<file path="src/rtl/irqv_pkg.sv">
package irqv_pkg;

   // direction served by an acknowledge
   typedef enum logic {
      DIR_RX = 1'b0,
      DIR_TX = 1'b1
   } irqv_dir_e;

   // lowest-index search variants
   localparam int ENC_SCAN    = 0;
   localparam int ENC_ISOLATE = 1;

endpackage

</file>
<file path="src/rtl/irqv_pend_bank.sv">
module irqv_pend_bank #(
   parameter int MAX_LINES = 16,
   parameter int NUM_LINES = 16
) (
   input  logic                 clk,
   input  logic                 rst_n,
   input  logic [MAX_LINES-1:0] set_p,
   input  logic [MAX_LINES-1:0] clr_p,
   input  logic [MAX_LINES-1:0] kill_p,
   input  logic [MAX_LINES-1:0] ack_clr,
   output logic [MAX_LINES-1:0] pend,
   output logic                 any
);

   localparam logic [MAX_LINES-1:0] LIVE_MASK = {MAX_LINES{1'b1}} >> (MAX_LINES - NUM_LINES);

   logic [MAX_LINES-1:0] pend_nxt;

   // set beats clear and acknowledge; line reset beats everything
   always_comb begin
      pend_nxt = (pend & ~clr_p & ~ack_clr) | set_p;
      pend_nxt = pend_nxt & ~kill_p & LIVE_MASK;
   end

   always_ff @(posedge clk or negedge rst_n) begin
      if (!rst_n) pend <= '0;
      else        pend <= pend_nxt;
   end

   assign any = |pend;

endmodule

</file>
<file path="src/rtl/irqv_prio_enc.sv">
module irqv_prio_enc
   import irqv_pkg::*;
#(
   parameter int N         = 16,
   parameter int IDX_W     = 4,
   parameter int ENC_STYLE = ENC_ISOLATE
) (
   input  logic [N-1:0]     req,
   output logic             found,
   output logic [IDX_W-1:0] idx,
   output logic [N-1:0]     onehot
);

   if (ENC_STYLE == ENC_SCAN) begin : g_scan
      // walk from the top down so the last hit is the lowest line
      always_comb begin
         found = 1'b0;
         idx   = '0;
         for (int i = N - 1; i >= 0; i--) begin
            if (req[i]) begin
               found = 1'b1;
               idx   = IDX_W'(i);
            end
         end
         onehot = found ? (N'(1) << idx) : '0;
      end
   end else begin : g_isolate
      // isolate lowest set bit, then OR together the index of that bit
      always_comb begin
         onehot = req & (~req + N'(1));
         found  = |req;
         idx    = '0;
         for (int i = 0; i < N; i++) begin
            if (onehot[i]) idx = idx | IDX_W'(i);
         end
      end
   end

endmodule

</file>
<file path="src/rtl/irqv_vec_gen.sv">
module irqv_vec_gen
   import irqv_pkg::*;
#(
   parameter int VEC_W  = 16,
   parameter int IDX_W  = 4,
   parameter int SHIFT  = 3,
   parameter int TX_OFF = 4
) (
   input  logic             clk,
   input  logic             rst_n,
   input  logic             ack,
   input  irqv_dir_e        dir,
   input  logic             found_rx,
   input  logic [IDX_W-1:0] idx_rx,
   input  logic             found_tx,
   input  logic [IDX_W-1:0] idx_tx,
   input  logic [VEC_W-1:0] base,
   output logic             vec_valid,
   output logic [VEC_W-1:0] vec_out
);

   logic             sel_found;
   logic [IDX_W-1:0] sel_idx;
   logic [VEC_W-1:0] line_off;
   logic [VEC_W-1:0] dir_off;
   logic [VEC_W-1:0] vec_nxt;

   always_comb begin
      sel_found = (dir == DIR_TX) ? found_tx : found_rx;
      sel_idx   = (dir == DIR_TX) ? idx_tx   : idx_rx;
      line_off  = VEC_W'(sel_idx) << SHIFT;
      dir_off   = (dir == DIR_TX) ? VEC_W'(TX_OFF) : '0;
      vec_nxt   = sel_found ? (base + line_off + dir_off) : '0;
   end

   always_ff @(posedge clk or negedge rst_n) begin
      if (!rst_n) begin
         vec_valid <= 1'b0;
         vec_out   <= '0;
      end else begin
         vec_valid <= ack;
         if (ack) vec_out <= vec_nxt;
      end
   end

endmodule

</file>
<file path="src/rtl/irq_vector_arbiter.sv">
module irq_vector_arbiter
   import irqv_pkg::*;
#(
   parameter int MAX_LINES  = 16,
   parameter int NUM_LINES  = 16,
   parameter int VEC_W      = 16,
   parameter int LINE_SHIFT = 3,
   parameter int TX_OFFSET  = 4,
   parameter int ENC_STYLE  = ENC_ISOLATE
) (
   input  logic                 clk,
   input  logic                 rst_n,
   input  logic [MAX_LINES-1:0] rx_set,
   input  logic [MAX_LINES-1:0] rx_clr,
   input  logic [MAX_LINES-1:0] tx_set,
   input  logic [MAX_LINES-1:0] tx_clr,
   input  logic [MAX_LINES-1:0] line_rst,
   input  logic [VEC_W-1:0]     vec_base,
   input  logic                 ack,
   input  logic                 ack_tx,
   output logic                 rx_irq,
   output logic                 tx_irq,
   output logic                 vec_valid,
   output logic [VEC_W-1:0]     vec_out
);

   localparam int IDX_W = $clog2(MAX_LINES);

   // elaboration-time parameter checks
   if (MAX_LINES < 2 || MAX_LINES > 16) begin : g_bad_max
      $error("MAX_LINES must lie in 2..16");
   end
   if (NUM_LINES < 1 || NUM_LINES > MAX_LINES) begin : g_bad_num
      $error("NUM_LINES must lie in 1..MAX_LINES");
   end
   if (TX_OFFSET < 1 || TX_OFFSET >= (1 << LINE_SHIFT)) begin : g_bad_off
      $error("TX_OFFSET must be nonzero and below the line stride");
   end
   if (VEC_W <= IDX_W + LINE_SHIFT) begin : g_bad_vw
      $error("VEC_W too narrow for line index and stride");
   end
   if (ENC_STYLE != ENC_SCAN && ENC_STYLE != ENC_ISOLATE) begin : g_bad_enc
      $error("unknown ENC_STYLE");
   end

   irqv_dir_e            dir;
   logic [MAX_LINES-1:0] pend_rx, pend_tx;
   logic [MAX_LINES-1:0] oh_rx, oh_tx;
   logic [MAX_LINES-1:0] aclr_rx, aclr_tx;
   logic [IDX_W-1:0]     idx_rx, idx_tx;
   logic                 found_rx, found_tx;

   assign dir     = irqv_dir_e'(ack_tx);
   assign aclr_rx = (ack && dir == DIR_RX) ? oh_rx : '0;
   assign aclr_tx = (ack && dir == DIR_TX) ? oh_tx : '0;

   irqv_pend_bank #(.MAX_LINES(MAX_LINES), .NUM_LINES(NUM_LINES)) u_bank_rx (
      .clk     (clk),
      .rst_n   (rst_n),
      .set_p   (rx_set),
      .clr_p   (rx_clr),
      .kill_p  (line_rst),
      .ack_clr (aclr_rx),
      .pend    (pend_rx),
      .any     (rx_irq)
   );

   irqv_pend_bank #(.MAX_LINES(MAX_LINES), .NUM_LINES(NUM_LINES)) u_bank_tx (
      .clk     (clk),
      .rst_n   (rst_n),
      .set_p   (tx_set),
      .clr_p   (tx_clr),
      .kill_p  (line_rst),
      .ack_clr (aclr_tx),
      .pend    (pend_tx),
      .any     (tx_irq)
   );

   irqv_prio_enc #(.N(MAX_LINES), .IDX_W(IDX_W), .ENC_STYLE(ENC_STYLE)) u_enc_rx (
      .req    (pend_rx),
      .found  (found_rx),
      .idx    (idx_rx),
      .onehot (oh_rx)
   );

   irqv_prio_enc #(.N(MAX_LINES), .IDX_W(IDX_W), .ENC_STYLE(ENC_STYLE)) u_enc_tx (
      .req    (pend_tx),
      .found  (found_tx),
      .idx    (idx_tx),
      .onehot (oh_tx)
   );

   irqv_vec_gen #(.VEC_W(VEC_W), .IDX_W(IDX_W), .SHIFT(LINE_SHIFT), .TX_OFF(TX_OFFSET)) u_vec (
      .clk       (clk),
      .rst_n     (rst_n),
      .ack       (ack),
      .dir       (dir),
      .found_rx  (found_rx),
      .idx_rx    (idx_rx),
      .found_tx  (found_tx),
      .idx_tx    (idx_tx),
      .base      (vec_base),
      .vec_valid (vec_valid),
      .vec_out   (vec_out)
   );

endmodule

</file>
<file path="config.mk">
export PLATFORM = sky130hd
export DESIGN_NAME = irq_vector_arbiter
export DESIGN_NICKNAME = d
export VERILOG_FILES = /design/src/rtl/irqv_pkg.sv /design/src/rtl/irqv_pend_bank.sv /design/src/rtl/irqv_prio_enc.sv /design/src/rtl/irqv_vec_gen.sv /design/src/rtl/irq_vector_arbiter.sv
export SDC_FILE = /design/constraint.sdc
export NUM_CORES = 1
export LEC_CHECK = 0
export BUFFER_PORTS_ARGS = -buffer_cell sky130_fd_sc_hd__buf_4
export CAP_MARGIN = 20
export CELL_PAD_IN_SITES_DETAIL_PLACEMENT = 1
export CELL_PAD_IN_SITES_GLOBAL_PLACEMENT = 2
export CORE_MARGIN = 1
export CORE_UTILIZATION = 27
export DETAILED_ROUTE_END_ITERATION = 10
export HOLD_SLACK_MARGIN = 0.08
export PLACE_DENSITY = 0.79
export SKIP_CTS_REPAIR_TIMING = 1
export SYNTH_ARGS = -nofsm -noshare
export SYNTH_HDL_FRONTEND = slang
export SYNTH_SLANG_ARGS = --single-unit
</file>
<file path="constraint.sdc">
create_clock -name clk -period 3.7 [get_ports clk]
set_input_delay 0.555 -clock clk [delete_from_list [all_inputs] [get_ports clk]]
set_output_delay 0.555 -clock clk [all_outputs]
set_load 0.1 [all_outputs]
</file>
Word level (Yosys, flattened, before mapping)
Cells that the tools add are included.

Flip-flop bits (word level): 49. Bits of input ports: 100. Logic and storage cells: 66.

$add $sub $neg: 4. Mux-type cells: 36. Bitwise logic cells: 18. Reduce and logical (&&, ||, !) cells: 4.

Operator list (count): 16-bit bitwise AND (8); 16-bit NOT (7); 4-bit two-way mux (17); 16-bit two-way mux (3); 16-bit by 1-bit adder with 16-bit output, second input constant (2); 16-bit bitwise OR (2); 16-bit OR reduction (2); 3-bit two-way mux (9); 16-bit adder (1); 16-bit by 7-bit adder with 16-bit output (1); 2-bit two-way mux (4); 1-bit two-way mux (3); 1-bit logical AND (2); 1-bit NOT (1).

Longest topological paths before layout
Gate-level depths: netlist of the first run.

Depth in word-level cells: 22. Gate-level depth with buffers: 11. Gate-level depth less buffers: 11.

Modules after synthesis
Synthesis of the first run repeated with hierarchy kept, for this count alone.

Cells, all modules: 398. Area total of the unflattened synthesis: 3529.6 sq um.

Modules (own cells, without submodules): irqv_pend_bank (instances 2, cells an instance 69, area each 711.9 sq um, seq. area each 400.4 sq um); irqv_vec_gen (instances 1, cells an instance 118, area each 1177.4 sq um, seq. area each 425.4 sq um); irqv_prio_enc (instances 2, cells an instance 52, area each 329.1 sq um, seq. area each 0.0 sq um); irq_vector_arbiter (instances 1, cells an instance 38, area each 270.3 sq um, seq. area each 0.0 sq um).

Worst setup path before layout of the first run
No wires, ideal clock.

Path type: reg-to-reg. Start: register u_bank_rx.pend[8]. End: register u_vec.vec_out[13]. Setup time: 0.101 ns. Arrival: 2.789 ns. Data required time: 3.599 ns. Setup slack: 0.810 ns. Cell stages (with the launch flop): 12. Clock period less this slack: 2.890 ns. Cells stage by stage: dfrtp_1 -> nor2_1 -> and3b_2 -> or4b_2 -> a21o_2 -> a22oi_1 -> ha_1 -> a21o_1 -> a21oi_1 -> o21ai_0 -> and3_1 -> o32ai_1.

Longest elaborated chain between the ends: 15.

Ends and longest elaborated chain: start: declaration (RTL line irqv_pend_bank.sv:11) `output logic [MAX_LINES-1:0] pend,`; start signal: assignment (RTL line irqv_pend_bank.sv:27) `else pend <= pend_nxt;`; 16-bit NOT (RTL line irqv_prio_enc.sv:30) `onehot = req & (~req + N'(1));`; 16-bit by 1-bit adder with 16-bit output (RTL line irqv_prio_enc.sv:30); 16-bit bitwise AND (RTL line irqv_prio_enc.sv:30); 4-bit two-way mux (8 in series) (RTL line irqv_prio_enc.sv:34) `if (onehot[i]) idx = idx | IDX_W'(i);`; 4-bit two-way mux (RTL line irqv_vec_gen.sv:30) `sel_idx = (dir == DIR_TX) ? idx_tx : idx_rx;`; 16-bit by 7-bit adder with 16-bit output (RTL line irqv_vec_gen.sv:33) `vec_nxt = sel_found ? (base + line_off + dir_off) : '0;`; 16-bit adder (RTL line irqv_vec_gen.sv:33); 16-bit two-way mux (*) (RTL line irqv_vec_gen.sv:33); end signal: assignment (RTL line irqv_vec_gen.sv:42) `if (ack) vec_out <= vec_nxt;`; end: declaration (RTL line irqv_vec_gen.sv:19) `output logic [VEC_W-1:0] vec_out`.

Every way passes the cells marked *; elsewhere a longest branch is shown, timed or not. A chain may end at the register's enable or synchronous reset.

Final worst setup path of the first run
Start: register u_bank_rx.pend[9]. End: register u_vec.vec_out[13].

Longest elaborated chain between the ends: 14.

Ends and longest elaborated chain (RTL line): 16-bit NOT (irqv_prio_enc.sv:30); 16-bit by 1-bit adder with 16-bit output (irqv_prio_enc.sv:30); 16-bit bitwise AND (irqv_prio_enc.sv:30); 4-bit two-way mux (7 in series) (irqv_prio_enc.sv:34); 4-bit two-way mux (irqv_vec_gen.sv:30); 16-bit by 7-bit adder with 16-bit output (irqv_vec_gen.sv:33); 16-bit adder (irqv_vec_gen.sv:33); 16-bit two-way mux (*) (irqv_vec_gen.sv:33).

Marked as above.

==> results of run 1 <==
## final timing paths
kind / cells after the start / to
setup / recovery: 11 / u_vec.vec_out[13]
hold / removal: 1 / u_vec.vec_valid
setup reg to reg: 11 / u_vec.vec_out[13]
hold reg to reg: 2 / u_vec.vec_out[8]
max in group asynchronous: 1 / u_bank_rx.pend[8]
min in group clk: 2 / u_bank_tx.pend[14]
## logic make-up after synthesis
kind of cell	count (synthesis)	synth area share, %
AO/OA/AOI/OAI	96	21.1
XOR/XNOR	9	2.69
adder cells (fa/ha/maj)	7	3.24
buffers and inverters	61	8.06
flip-flops	49	41.8
multiplexers	1	0.341
AND/OR/NAND/NOR	122	22.8
## power breakdown
| group | internal (mW) | leakage [nW] | switching (mW) |
|---|---|---|---|
| logic | 0.199 | 1.31 | 0.383 |
| clock network | 0.156 | 0.0518 | 0.198 |
| registers | 0.585 | 0.617 | 0.0471 |
| total | 0.939 | 1.98 | 0.628 |
## flip-flops by register name (all words and copies together) (netlist names)
register / count
u_bank_rx.pend: 16
u_vec.vec_out: 16
u_bank_tx.pend: 16
u_vec.vec_valid: 1
## worst reg2reg max path, stage by stage (launching register included)
cell and delay [ns]:
sky130_fd_sc_hd__dfrtp_1 0.43, sky130_fd_sc_hd__nor2_1 0.19, sky130_fd_sc_hd__and3b_2 0.26, sky130_fd_sc_hd__or4b_2 0.58, sky130_fd_sc_hd__a21o_2 0.21, sky130_fd_sc_hd__a22oi_1 0.22, sky130_fd_sc_hd__ha_1 0.33, sky130_fd_sc_hd__a21o_1 0.20
sky130_fd_sc_hd__a21oi_1 0.12, sky130_fd_sc_hd__o21ai_0 0.12, sky130_fd_sc_hd__and3_1 0.20, sky130_fd_sc_hd__o32ai_1 0.28
## layer usage
layer	share of wire (%)	track usage (%)
met1	46	24.2
met2	48	30.1
met3	5.0	2.82
met4	0.77	4.46
met5	0	0
## through the flow
step / util [%] / area [µm²] / hold slack (ns) / instances
global placement: 38.2 / 3980 / 0.521 / 596
CTS: 39.1 / 4080 / 0.284 / 604
global route: 39.1 / 4080 / 0.311 / 604
floorplan: - / 2930 / 0.259 / 345
detailed placement: 38.2 / 3980 / 0.525 / 596
finish: 39.1 / 4080 / 0.264 / 604
## placed cells by master (no fill, tap or decap), types with 4 or more instances in the layout
master and instances:
sky130_fd_sc_hd__buf_4 119, sky130_fd_sc_hd__inv_1 57, sky130_fd_sc_hd__dfrtp_1 49, sky130_fd_sc_hd__nor2_1 43, sky130_fd_sc_hd__a31oi_1 23, sky130_fd_sc_hd__a21oi_1 23
sky130_fd_sc_hd__nand2_1 21, sky130_fd_sc_hd__o22ai_1 13, sky130_fd_sc_hd__nand3_1 12, sky130_fd_sc_hd__o21ai_0 11, sky130_fd_sc_hd__nor2b_1 7, sky130_fd_sc_hd__xnor2_1 6
sky130_fd_sc_hd__ha_1 6, sky130_fd_sc_hd__clkbuf_8 6, sky130_fd_sc_hd__or4_4 4, sky130_fd_sc_hd__nor4_1 4, sky130_fd_sc_hd__nor3_1 4, sky130_fd_sc_hd__and3_1 4
## cell type report
cell class / instances / area [µm²]
Clock buffer: 6 / 82.6
Clock inverter: 2 / 17.5
Fill cell: 1263 / 6340
Inverter: 57 / 214
Multi-Input combinational cell: 235 / 1470
Sequential cell: 49 / 1230
Tap cell: 136 / 170
Timing Repair Buffer: 119 / 893
==> results by stage, run 1 <==
Status:
- The run finished with clean final reports.

Logic synthesis:
- The post-synthesis instance total is 345.
- The register bit total from synthesis is 49.
- The area share of the largest cell type after synthesis is a little over two fifths.
- A synthesized cell averages 8.50 µm².
- Counting flops with a built-in enable in the synthesized netlist gives 0.
- The most frequent cell after synthesis is sky130_fd_sc_hd__inv_1.
- The sequential element share of the synthesized area is approximately two fifths.
- The number of warnings printed during yosys synthesis is 0.
- The number of library cell types mapped by synthesis is 55.
- After synthesis, the cell types taking the most area are sky130_fd_sc_hd__dfrtp_1 42%, sky130_fd_sc_hd__inv_1 7.3%, sky130_fd_sc_hd__nor2_1 5.5%.
- By count the netlist is led by 57 x sky130_fd_sc_hd__inv_1, 49 x sky130_fd_sc_hd__dfrtp_1, 43 x sky130_fd_sc_hd__nor2_1.
- The most used flip-flop cell after synthesis is sky130_fd_sc_hd__dfrtp_1.
- The net count of the mapped netlist is 452.
- The synthesized netlist occupies a cell area of 2930 µm².
- The biggest area contributor in the post-synthesis netlist is sky130_fd_sc_hd__dfrtp_1.
- The fraction of registers with async set or reset after synthesis is 100%.

Global route:
- The remaining global-route overflow is 0.
- The wire length of the first global-routing pass is 16000 µm.
- The overall routing resource usage is 18.0%.
- The pin count of the biggest net entering global routing is 50.
- The number of antenna violations at the first check in global routing is 0.
- The via count of the first global-routing pass is 3130.

Floorplan:
- The floorplan has 37 rows.
- The height of the die is 106 µm.
- The die covers 11300 µm².
- After floorplanning, the core was sized to cover 10400 µm².
- From left edge to right edge, the die measures between 100 and 150 µm.
- For this design the top-level I/O count stands at 119.
- The initial utilization of the core area, before any placement, comes to 28.2%.

Placement:
- The weighted congestion reported at the end of routability-driven placement is 0.783.
- The number of input and output port buffers inserted is about 120.
- Prior to clock tree synthesis, the placed netlist has a worst setup slack of 0.449 ns.
- The HPWL after detailed placement is 7700 µm.

Timing:
- The final setup skew is 0.0111 ns.
- In the finished design, the share of the clock period the worst path needs comes to 87.5%.
- Based on the critical path, the design can be clocked at up to 309 MHz.
- The headroom to the max-slew limit is 47.3%.
- The worst path in the final design needs a cycle of ~3.2 ns, including I/O delays and setup.
- Setup repair after global routing left no endpoint under its margin.
- The max-slew violation count is 0.
- Setup violations remaining at the end of the flow were counted as 0.
- The final hold violation count came to 0.
- The slew at the pin closest to its max-slew limit is 0.783 ns.
- Setup slack on the critical path of the routed design comes to 0.462 ns.
- Setup total negative slack on the finished layout was measured at 0 ns.

Route:
- After detailed routing, the number of remaining DRC violations is 0.
- Dividing the detail-routed wire length by the instance count gives 15.5 µm.
- The total via count in the routed design is ~2900.
- After the first detailed-routing iteration, the DRC count stood at between 100 and 150.
- The first-pass detailed-route iteration total is 4.
- The routed design has 9380 µm of wire.
- The mean number of vias per cell is 4.83.
- The count of nets left with antenna violations once routing finished came out at 0.

Setup path:
- The launching point of the worst reg2reg path is u_bank_rx.pend[9].
- The worst setup path is captured at a flip-flop.
- The kind of cell adding the most delay to the critical path is simple AND/OR/NAND/NOR gates.
- The type of element launching the critical path is a flip-flop.
- Counting both buffers and inverters, the worst setup path holds a total of 0.
- Along the worst path, the maximum fanout reaches 5.
- The required time of the critical path is 3.91 ns.
- Traced cell by cell, the critical path runs through nor2_1, and3b_2, or4b_2, a21o_2, a22oi_1, ha_1, a21o_1, a21oi_1, o21ai_0, and3_1, o32ai_1.
- The critical path is of the reg2reg type.
- The worst reg-to-reg setup slack is 0.46 ns.
- The largest stage delay on the critical path is 0.58 ns.
- The arrival time at the worst endpoint is 3.45 ns.
- The largest individual stage delay along the critical path comes from the cell sky130_fd_sc_hd__or4b_2.
- The critical path starts at u_bank_rx.pend[9].

Clock tree:
- At the later pin of the worst-skew pair, clock insertion delay measures 0.31 ns.
- The clock tree from TritonCTS is yes.
- Clock-pin slew was measured on the worst setup and hold paths at about 0.1 ns.
- The maximum number of buffers from clock root to sink is 2.
- The H-tree depth is 2.
- Clock tree synthesis inserted a total of 5 buffers.
- The tree is rooted in a sky130_fd_sc_hd__clkbuf_8.
- The sink count of the clock tree is 49.

Power:
- The largest vdd supply drop is 0.000202 V.
- For this design the ratio of total power to cell area is 385 nW/µm².
- The total power after layout is between 1.5 and 2 mW.
- The leakage power is 1.98 nW.

Hold path:
- In this run the worst hold path is classified as in2async.

Flow run:
- Max-cap violations in this run came to 0.

Finish:
- Relative to the synthesized area, the layout overhead comes to 38.9%.
- The count of nets after finishing is 574.
- The layout cell share with drive strength beyond 1 is around 30%.
- The number of inserted diodes is 0.
No activity file was read; power rests on OpenSTA's default activity.
==> run 2, diff against run 1 <==
--- a/config.mk
+++ b/config.mk
@@ -5,12 +5,13 @@
 export SDC_FILE = /design/constraint.sdc
 export NUM_CORES = 1
 export LEC_CHECK = 0
-export BUFFER_PORTS_ARGS = -buffer_cell sky130_fd_sc_hd__buf_4
+export ABC_AREA = 1
+export BUFFER_PORTS_ARGS = -buffer_cell sky130_fd_sc_hd__buf_2
 export CAP_MARGIN = 20
 export CELL_PAD_IN_SITES_DETAIL_PLACEMENT = 1
 export CELL_PAD_IN_SITES_GLOBAL_PLACEMENT = 2
 export CORE_MARGIN = 1
-export CORE_UTILIZATION = 27
+export CORE_UTILIZATION = 26
 export DETAILED_ROUTE_END_ITERATION = 10
 export HOLD_SLACK_MARGIN = 0.08
 export PLACE_DENSITY = 0.79
==> results by stage, run 2 <==
Clock tree:
- The clock input transition at the sequential cells of the worst setup and hold paths is 0.07 ns (-0.03 ns).
- The sink count of the clock tree is 49 (unchanged).
- The maximum number of buffers from clock root to sink is 2 (unchanged).
- The clock latency at the later pin of the worst-skew pair is 0.30 ns (about the same).
- The clock tree from TritonCTS is yes.
- The master cell of the clock root buffer is sky130_fd_sc_hd__clkbuf_16.
- The total CTS buffers is 5 (unchanged).
- The H-tree depth was 2 (unchanged).

Logic synthesis:
- Ranked by total cell area, the synthesized netlist is headed by sky130_fd_sc_hd__dfrtp_1 37%, sky130_fd_sc_hd__nand2_1 13%, sky130_fd_sc_hd__nor2_1 9.1%.
- The number of warnings printed during yosys synthesis is 0 (unchanged).
- The register bit total from synthesis is 49 (unchanged).
- The sequential element share of the synthesized area is 37.0% (-4.8 points).
- The most frequent cell after synthesis is sky130_fd_sc_hd__nand2_1.
- The per-instance average area after synthesis is 6.78 µm² (-20%).
- The combined area of all synthesized cells is 3310 µm² (+13%).
- The xor and xnor fraction of the mapped netlist area is 0.793% (-1.9 points).
- The most used flip-flop cell after synthesis is sky130_fd_sc_hd__dfrtp_1.
- The fraction of registers with async set or reset after synthesis is 100% (unchanged).
- The combinational family with the most area after synthesis is simple AND/OR/NAND/NOR gates.
- The number of library cell types mapped by synthesis is 29 (-47%).
- The area share of the largest cell type after synthesis is 37.0% (-4.8 points).
- The net count of the mapped netlist is 596 (+32%).
- The area share of fa/ha/maj cells after synthesis is 2.87% (-0.37 points).
- The post-synthesis instance total is 489 (+42%).
- The area fraction in compound gates after synthesis is 9.78% (-11 points).
- The proportion of synthesized area in mux cells is 0% (-0.34 points).
- The cell taking the most area after synthesis is sky130_fd_sc_hd__dfrtp_1.
- The simple-gate portion of the synthesized area was 39.8% (+17 points).
- The number of enable flip-flop cells after synthesis is 0 (unchanged).
- Sorting the synthesized cells by how often they occur yields 114 x sky130_fd_sc_hd__nand2_1, 80 x sky130_fd_sc_hd__nor2_1, 75 x sky130_fd_sc_hd__inv_1.

Setup path:
- The arrival time at the worst endpoint came to 2.93 ns (-0.52 ns).
- The type of element launching the critical path is a flip-flop.
- The critical path's slowest cell is sky130_fd_sc_hd__dfrtp_1.
- The largest stage delay on the critical path is 0.42 ns (-0.16 ns).
- By startpoint and endpoint, the worst setup path is classified as reg2reg.
- The endpoint kind of the worst setup timing path is a flip-flop.
- The required time of the critical path is 3.89 ns (-0.02 ns).
- The signal on the critical path passes through nor2_4, nand2_2, nor2_4, nand3_1, nand3_1, nor2_1, nor2_1, ha_1, a21oi_1, nand3_1, or2_1, nand3_2, nand2_1.
- The maximum fanout along the worst path was 8 (+3).
- Counting stages on the worst path, the most repeated cell is sky130_fd_sc_hd__nand3_1.

Route:
- The detailed-route DRC error count was 0 (unchanged).
- The wire length reported by the detailed router is 11500 µm (+22%).
- The average wire per cell in the routed design came to 14.6 µm (-5.7%).
- The total via count in the routed design is 3572 (+22%).
- The violation count after the first detailed-routing iteration came to 88 (-23%).
- The residual antenna-violating net count after detailed routing is 0 (unchanged).
- The first-pass detailed-route iteration total came to 4 (unchanged).
- The mean number of vias per cell is 4.56 (-5.6%).

Timing:
- Setup repair after global routing left no endpoint under its margin.
- The total negative setup slack is 0 ns (unchanged).
- The setup slack after layout is 0.962 ns (+0.500 ns).
- The max-slew violation count is 0 (unchanged).
- The slew at the pin closest to its max-slew limit came to 0.493 ns (-0.290 ns).
- The total of endpoints with negative setup slack in the final report is 0 (unchanged).
- The final hold violation count is 0 (unchanged).
- The headroom to the max-slew limit was 67.1% (+20 points).
- The highest clock frequency the design can meet came to 365 MHz (+18%).
- The worst hold slack across all endpoints was 0.218 ns (-0.0461 ns).
- The final setup skew is 0.00888 ns (-0.00223 ns).
- The clock period minus final worst setup slack came to 2.74 ns (-0.500 ns).
- The fraction of the cycle the final worst path needs was 74.0% (-14 points).

Finish:
- Relative to the synthesized area, the layout overhead comes to 30.3%.
- In the layout the commonest cells are 118 x sky130_fd_sc_hd__buf_2, 114 x sky130_fd_sc_hd__nand2_1, 80 x sky130_fd_sc_hd__nor2_1.
- The count of nets after finishing came to 720 (+25%).
- The most common cell after layout, fill and taps aside is sky130_fd_sc_hd__buf_2.
- In the final layout, the registers with the most flip-flops are u_bank_rx.pend (16), u_bank_tx.pend (16), u_vec.vec_out (16).
- The layout cell share with drive strength beyond 1 came to 26.1% (-4.5 points).
- The filler-free cell count of the finished design is 783 (+30%).

Floorplan:
- The starting density of the core was 27.1% (-1.0 points).
- The floorplan die area came to 13200 µm² (+17%).
- The horizontal extent of the die is 115 µm (+8.1%).
- The row count is 40 (+8.1%).
- The I/O pin count is 119 (unchanged).
- The area of the core was 12200 µm² (+17%).
- The height of the die is 115 µm (+8.1%).

Hold path:
- The worst hold path class is in2async.

Placement:
- The number of input and output port buffers inserted is 118 (unchanged).
- The pre-CTS setup slack is 0.884 ns (+0.435 ns).
- The instance count after placement with tap cells included came to 774 (+30%).
- The HPWL after detailed placement is 9620 µm (+25%).
- The weighted congestion reported at the end of routability-driven placement came to 0.821 (+4.8%).

Global route:
- The via count of the first global-routing pass is 3781 (+21%).
- The number of antenna violations at the first check in global routing came to 0 (unchanged).
- The overall routing resource usage is 18.6% (+0.59 points).
- The wire length of the first global-routing pass came to 18900 µm (+18%).
- The remaining global-route overflow is 0 (unchanged).
- The pin count of the biggest net entering global routing is 30 (-40%).

Power:
- The total power after layout was 1.84 mW (+17%).
- The leakage power came to 2.36 nW (+19%).
- The areal power density over the cells came to 425 nW/µm² (+11%).
- The largest vdd supply drop is 0.000190 V (-6.1%).

Flow run:
- The max capacitance violation total is 0 (unchanged).

Status:
- The flow ran to the end, and the final reports show no timing, DRC or antenna violations.
run 2: changes by cell type after synthesis, sizes merged, moves of 7 or more:
cell	change
o22ai	-13
nor2	+47
nand2	+99
nor2b	-7
o21ai	+13
nand3	+38
a31oi	-23
inv	+24
a21oi	+11
run 2: worst paths after layout:
check	from	end	slack (ns)	cells after the start
worst max-delay path	u_bank_rx.pend[0]	u_vec.vec_out[7]	0.96	13
worst min-delay path	rst_n	u_bank_tx.pend[8]	0.22	1
worst max register to register	u_bank_rx.pend[0]	u_vec.vec_out[7]	0.96	13
worst min register to register	u_vec.vec_out[0]	u_vec.vec_out[0]	0.49	2
max in group asynchronous	rst_n	u_vec.vec_out[10]	2.84	3
min in group clk	line_rst[10]	u_bank_tx.pend[10]	0.42	2
run 2: area by class of cell:
type                       instances  area [µm²]
fill                            1633        7890
sequential                        49        1230
antenna                            1        2.50
clock inverter                     3        68.8
multi-input combinational        356        1760
clock buffer                       5         125
timing repair buffer             120         618
inverter                          81         304
tap                              168         210
run 2: worst max-delay path: cells and delay by family (launching register included):
family	cells	cell delay [ns]
compound gates	1	0.22
simple gates	11	1.70
flops	1	0.42
fa+ha+maj	1	0.30
run 2: kinds of logic after synthesis:
kind of cell               after synthesis
DFF                                     49
buffers and inverters                   84
adders and majority gates                7
xor gates and xnor gates                 3
AOI/OAI and AO/OA                       63
and+or+nand+nor                        283
run 2: metrics by stage:
step           cell area [µm²]  utilization [%]
2_1_floorplan             3310                -
3_3_place_gp              4100             33.6
3_5_place_dp              4120             33.8
4_1_cts                   4320             35.3
5_1_grt                   4320             35.3
6_report                  4320             35.4
run 2: power by group:
group	switching, mW	internal, mW
Sequential	0.0408	0.585
Clock	0.231	0.391
Combinational	0.439	0.150
run 2: layer usage:
metal | part of all wire (%) | GRT usage, % | wire, µm
met1 | 48 | 24.3 | 5500
met2 | 48 | 32.2 | 5490
met3 | 3.2 | 2.64 | 362
met4 | 1.1 | 4.76 | 123
met5 | 0 | 0 | 0
==> run 3, diff against run 2 <==
--- a/config.mk
+++ b/config.mk
@@ -5,16 +5,16 @@
 export SDC_FILE = /design/constraint.sdc
 export NUM_CORES = 1
 export LEC_CHECK = 0
-export ABC_AREA = 1
+export ABC_AREA = 0
 export BUFFER_PORTS_ARGS = -buffer_cell sky130_fd_sc_hd__buf_2
 export CAP_MARGIN = 20
 export CELL_PAD_IN_SITES_DETAIL_PLACEMENT = 1
 export CELL_PAD_IN_SITES_GLOBAL_PLACEMENT = 2
 export CORE_MARGIN = 1
-export CORE_UTILIZATION = 26
+export CORE_UTILIZATION = 24
 export DETAILED_ROUTE_END_ITERATION = 10
 export HOLD_SLACK_MARGIN = 0.08
-export PLACE_DENSITY = 0.79
+export PLACE_DENSITY = 0.74
 export SKIP_CTS_REPAIR_TIMING = 1
 export SYNTH_ARGS = -nofsm -noshare
 export SYNTH_HDL_FRONTEND = slang
==> constraint.sdc (replaced) <==
create_clock -name clk -period 2.23 [get_ports clk]
set_input_delay 0.3345 -clock clk [delete_from_list [all_inputs] [get_ports clk]]
set_output_delay 0.3345 -clock clk [all_outputs]
set_load 0.1 [all_outputs]
==> results by stage, run 3 (same netlist as run 1, synthesis figures left out) <==
Status:
- The flow ran to the end, but the final reports show violations.
- The final reports fail on setup timing.

Flow run:
- The max capacitance violation total is 0 (unchanged).

Setup path:
- The required time of the critical path is 2.42 ns (-1.47 ns).
- The largest stage delay on the critical path is 0.56 ns (+0.14 ns).
- The worst setup path startpoint is u_bank_rx.pend[1].
- In this design, the critical path's most frequently occurring cell is sky130_fd_sc_hd__a21oi_2.
- The count of buffering cells on the critical path with inverters included is 2 (+2).
- The endpoint kind of the worst setup timing path is a flip-flop.
- The cell depth of the worst flop-to-flop path is 12 (-1).
- The launching point of the worst reg2reg path is u_bank_rx.pend[1].
- Among cell families on the critical path, the largest total delay comes from simple AND/OR/NAND/NOR gates.
- The endpoint of the lowest-slack register-to-register path is u_vec.vec_out[13].
- The arrival time at the worst endpoint is 3.04 ns (+0.11 ns).
- The maximum fanout along the worst path is 4 (-4).
- The worst reg-to-reg setup slack was -0.62 ns (-1.58 ns).
- On the critical path, the stage with the largest delay is an instance of sky130_fd_sc_hd__or4_4.
- The type of element launching the critical path is a flip-flop.
- Walking the worst path, the cells encountered are or4_4, nor3_4, buf_6, a21oi_2, a22oi_2, buf_4, ha_4, a21o_1, a21oi_2, o21ai_2, and3_4, o32ai_2.
- The type of the worst setup path is reg2reg.

Global route:
- The via count of the first global-routing pass was 3457 (-8.6%).
- The wire length of the first global-routing pass is 16900 µm (-11%).
- The pin count of the biggest net entering global routing is 27 (-10%).
- The number of antenna violations at the first check in global routing is 0 (unchanged).
- The remaining global-route overflow is 0 (unchanged).
- The overall routing resource usage is 16.9% (-1.8 points).

Floorplan:
- The I/O pin count came to 119 (unchanged).
- The starting density of the core is 24.5% (-2.6 points).
- The area of the core is 12000 µm² (-2.0%).
- The height of the die came to 113 µm (-2.0%).
- The row count came to 40 (unchanged).
- The floorplan die area is 12700 µm² (-4.0%).
- The horizontal extent of the die is 113 µm (-2.0%).

Power:
- The largest vdd supply drop came to 0.000340 V (+79%).
- The leakage power came to 2.35 nW (-0.34%).
- The areal power density over the cells is 649 nW/µm² (+52%).

Finish:
- The number of inserted diodes is 0 (-1).
- The library cell used most frequently in the layout, excluding fill and tap cells, is sky130_fd_sc_hd__buf_2.
- The count of nets after finishing came to 650 (-9.7%).
- From synthesis to final layout, the design area changed by 61.4%.
- In the layout the commonest cells are 116 x sky130_fd_sc_hd__buf_2, 71 x sky130_fd_sc_hd__buf_4, 57 x sky130_fd_sc_hd__inv_1.
- The largest registers in the layout are u_bank_rx.pend (16), u_bank_tx.pend (16), u_vec.vec_out (16).
- The layout cell share with drive strength beyond 1 is 47.0% (+21 points).

Timing:
- The worst hold slack across all endpoints is 0.0477 ns (-0.170 ns).
- The setup slack after layout is -0.621 ns (-1.58 ns).
- The clock period minus final worst setup slack is 2.85 ns (+0.113 ns).
- The slew at the pin closest to its max-slew limit is 0.642 ns (+0.149 ns).
- The max-slew violation count is 0 (unchanged).
- Setup repair after global routing could not meet its margin everywhere.
- The total of endpoints with negative setup slack in the final report is 14 (+14).
- The final hold violation count is 0 (unchanged).
- The headroom to the max-slew limit is 57.1% (-10 points).
- The final setup skew is 0.00788 ns (-0.00101 ns).
- The fraction of the cycle the final worst path needs is 128% (+54 points).
- The highest clock frequency the design can meet is 351 MHz (-4.0%).

Route:
- The mean number of vias per cell is 4.67 (+2.4%).
- The total via count in the routed design is 3224 (-9.7%).
- The residual antenna-violating net count after detailed routing is 0 (unchanged).
- The violation count after the first detailed-routing iteration is 71 (-19%).
- The first-pass detailed-route iteration total is 4 (unchanged).
- The detailed-route DRC error count is 0 (unchanged).
- The average wire per cell in the routed design was 15.7 µm (+7.1%).
- The wire length reported by the detailed router is 10800 µm (-5.6%).

Clock tree:
- The total CTS buffers is 5 (unchanged).
- The clock latency at the later pin of the worst-skew pair is 0.29 ns (about the same).
- The clock input transition at the sequential cells of the worst setup and hold paths is 0.07 ns (about the same).
- The maximum number of buffers from clock root to sink is 2 (unchanged).
- The H-tree depth is 2 (unchanged).
- TritonCTS built the clock tree.
- The sink count of the clock tree is 49 (unchanged).
- The root buffer cell chosen for the clock tree is sky130_fd_sc_hd__clkbuf_16.

Placement:
- The weighted congestion reported at the end of routability-driven placement is 0.839 (+2.2%).
- The HPWL after detailed placement is 8660 µm (-10%).
- The number of input and output port buffers inserted is 118 (unchanged).
- The pre-CTS setup slack was -0.634 ns (-1.52 ns).

Hold path:
- The worst hold path class is in2async.
run 3: changes by cell type in the layout (fill, tap and decap cells not counted), moves of 6 or more:
cell,change
sky130_fd_sc_hd__nand3_1,-34
sky130_fd_sc_hd__inv_1,-18
sky130_fd_sc_hd__o22ai_1,+13
sky130_fd_sc_hd__nor2_1,-39
sky130_fd_sc_hd__buf_4,+70
sky130_fd_sc_hd__o21ai_0,-15
sky130_fd_sc_hd__nor2b_1,+7
sky130_fd_sc_hd__nand2_1,-97
sky130_fd_sc_hd__a21oi_1,-18
sky130_fd_sc_hd__inv_2,-6
sky130_fd_sc_hd__a31oi_1,+22
run 3: area by class of cell:
class	instances	area, µm²
fillers	1442	7230
multi-input cells	235	1710
repair buffers	195	1240
flip-flops and latches	49	1230
inverters	57	214
well taps	147	184
clock buffers	5	125
clock inverters	2	35.0
run 3: how the worst max path moves through the flow:
| stage | to | depth (start not counted) |
|---|---|---|
| global placement | u_vec.vec_out[10] | 11 |
| floorplan | u_vec.vec_out[10] | 11 |
| global route | u_vec.vec_out[13] | 12 |
| detailed placement | u_vec.vec_out[13] | 11 |
| finish | u_vec.vec_out[13] | 12 |
| CTS | u_vec.vec_out[10] | 11 |
run 3: metal layers:
layer / vias up / global-route usage [%] / part of all wire (%)
met5: - / 0 / 0
met4: 0 / 3.82 / 1.4
met3: 13 / 1.78 / 3.3
met2: 76 / 31.7 / 54
met1: 1541 / 20.5 / 41
li1: 1594 / - / -
run 3: per-stage QoR:
stage / setup TNS (ns) / power (mW) / cell area [µm²] / std cells / util, %
6_report: -5.45 / 3.07 / 4740 / 690 / 39.6
5_1_grt: -7.18 / 3.22 / 4740 / 690 / 39.6
4_1_cts: -6.97 / 2.99 / 4390 / 677 / 36.7
3_5_place_dp: -6.57 / 2.12 / 4230 / 670 / 35.4
3_3_place_gp: -5.74 / 2.09 / 4230 / 670 / 35.4
2_1_floorplan: -4.31 / 1.72 / 2990 / 345 / -
run 3: power breakdown:
group	switching, mW	internal, mW
combinational	0.753	0.442
clock	0.331	0.521
sequential	0.0530	0.971
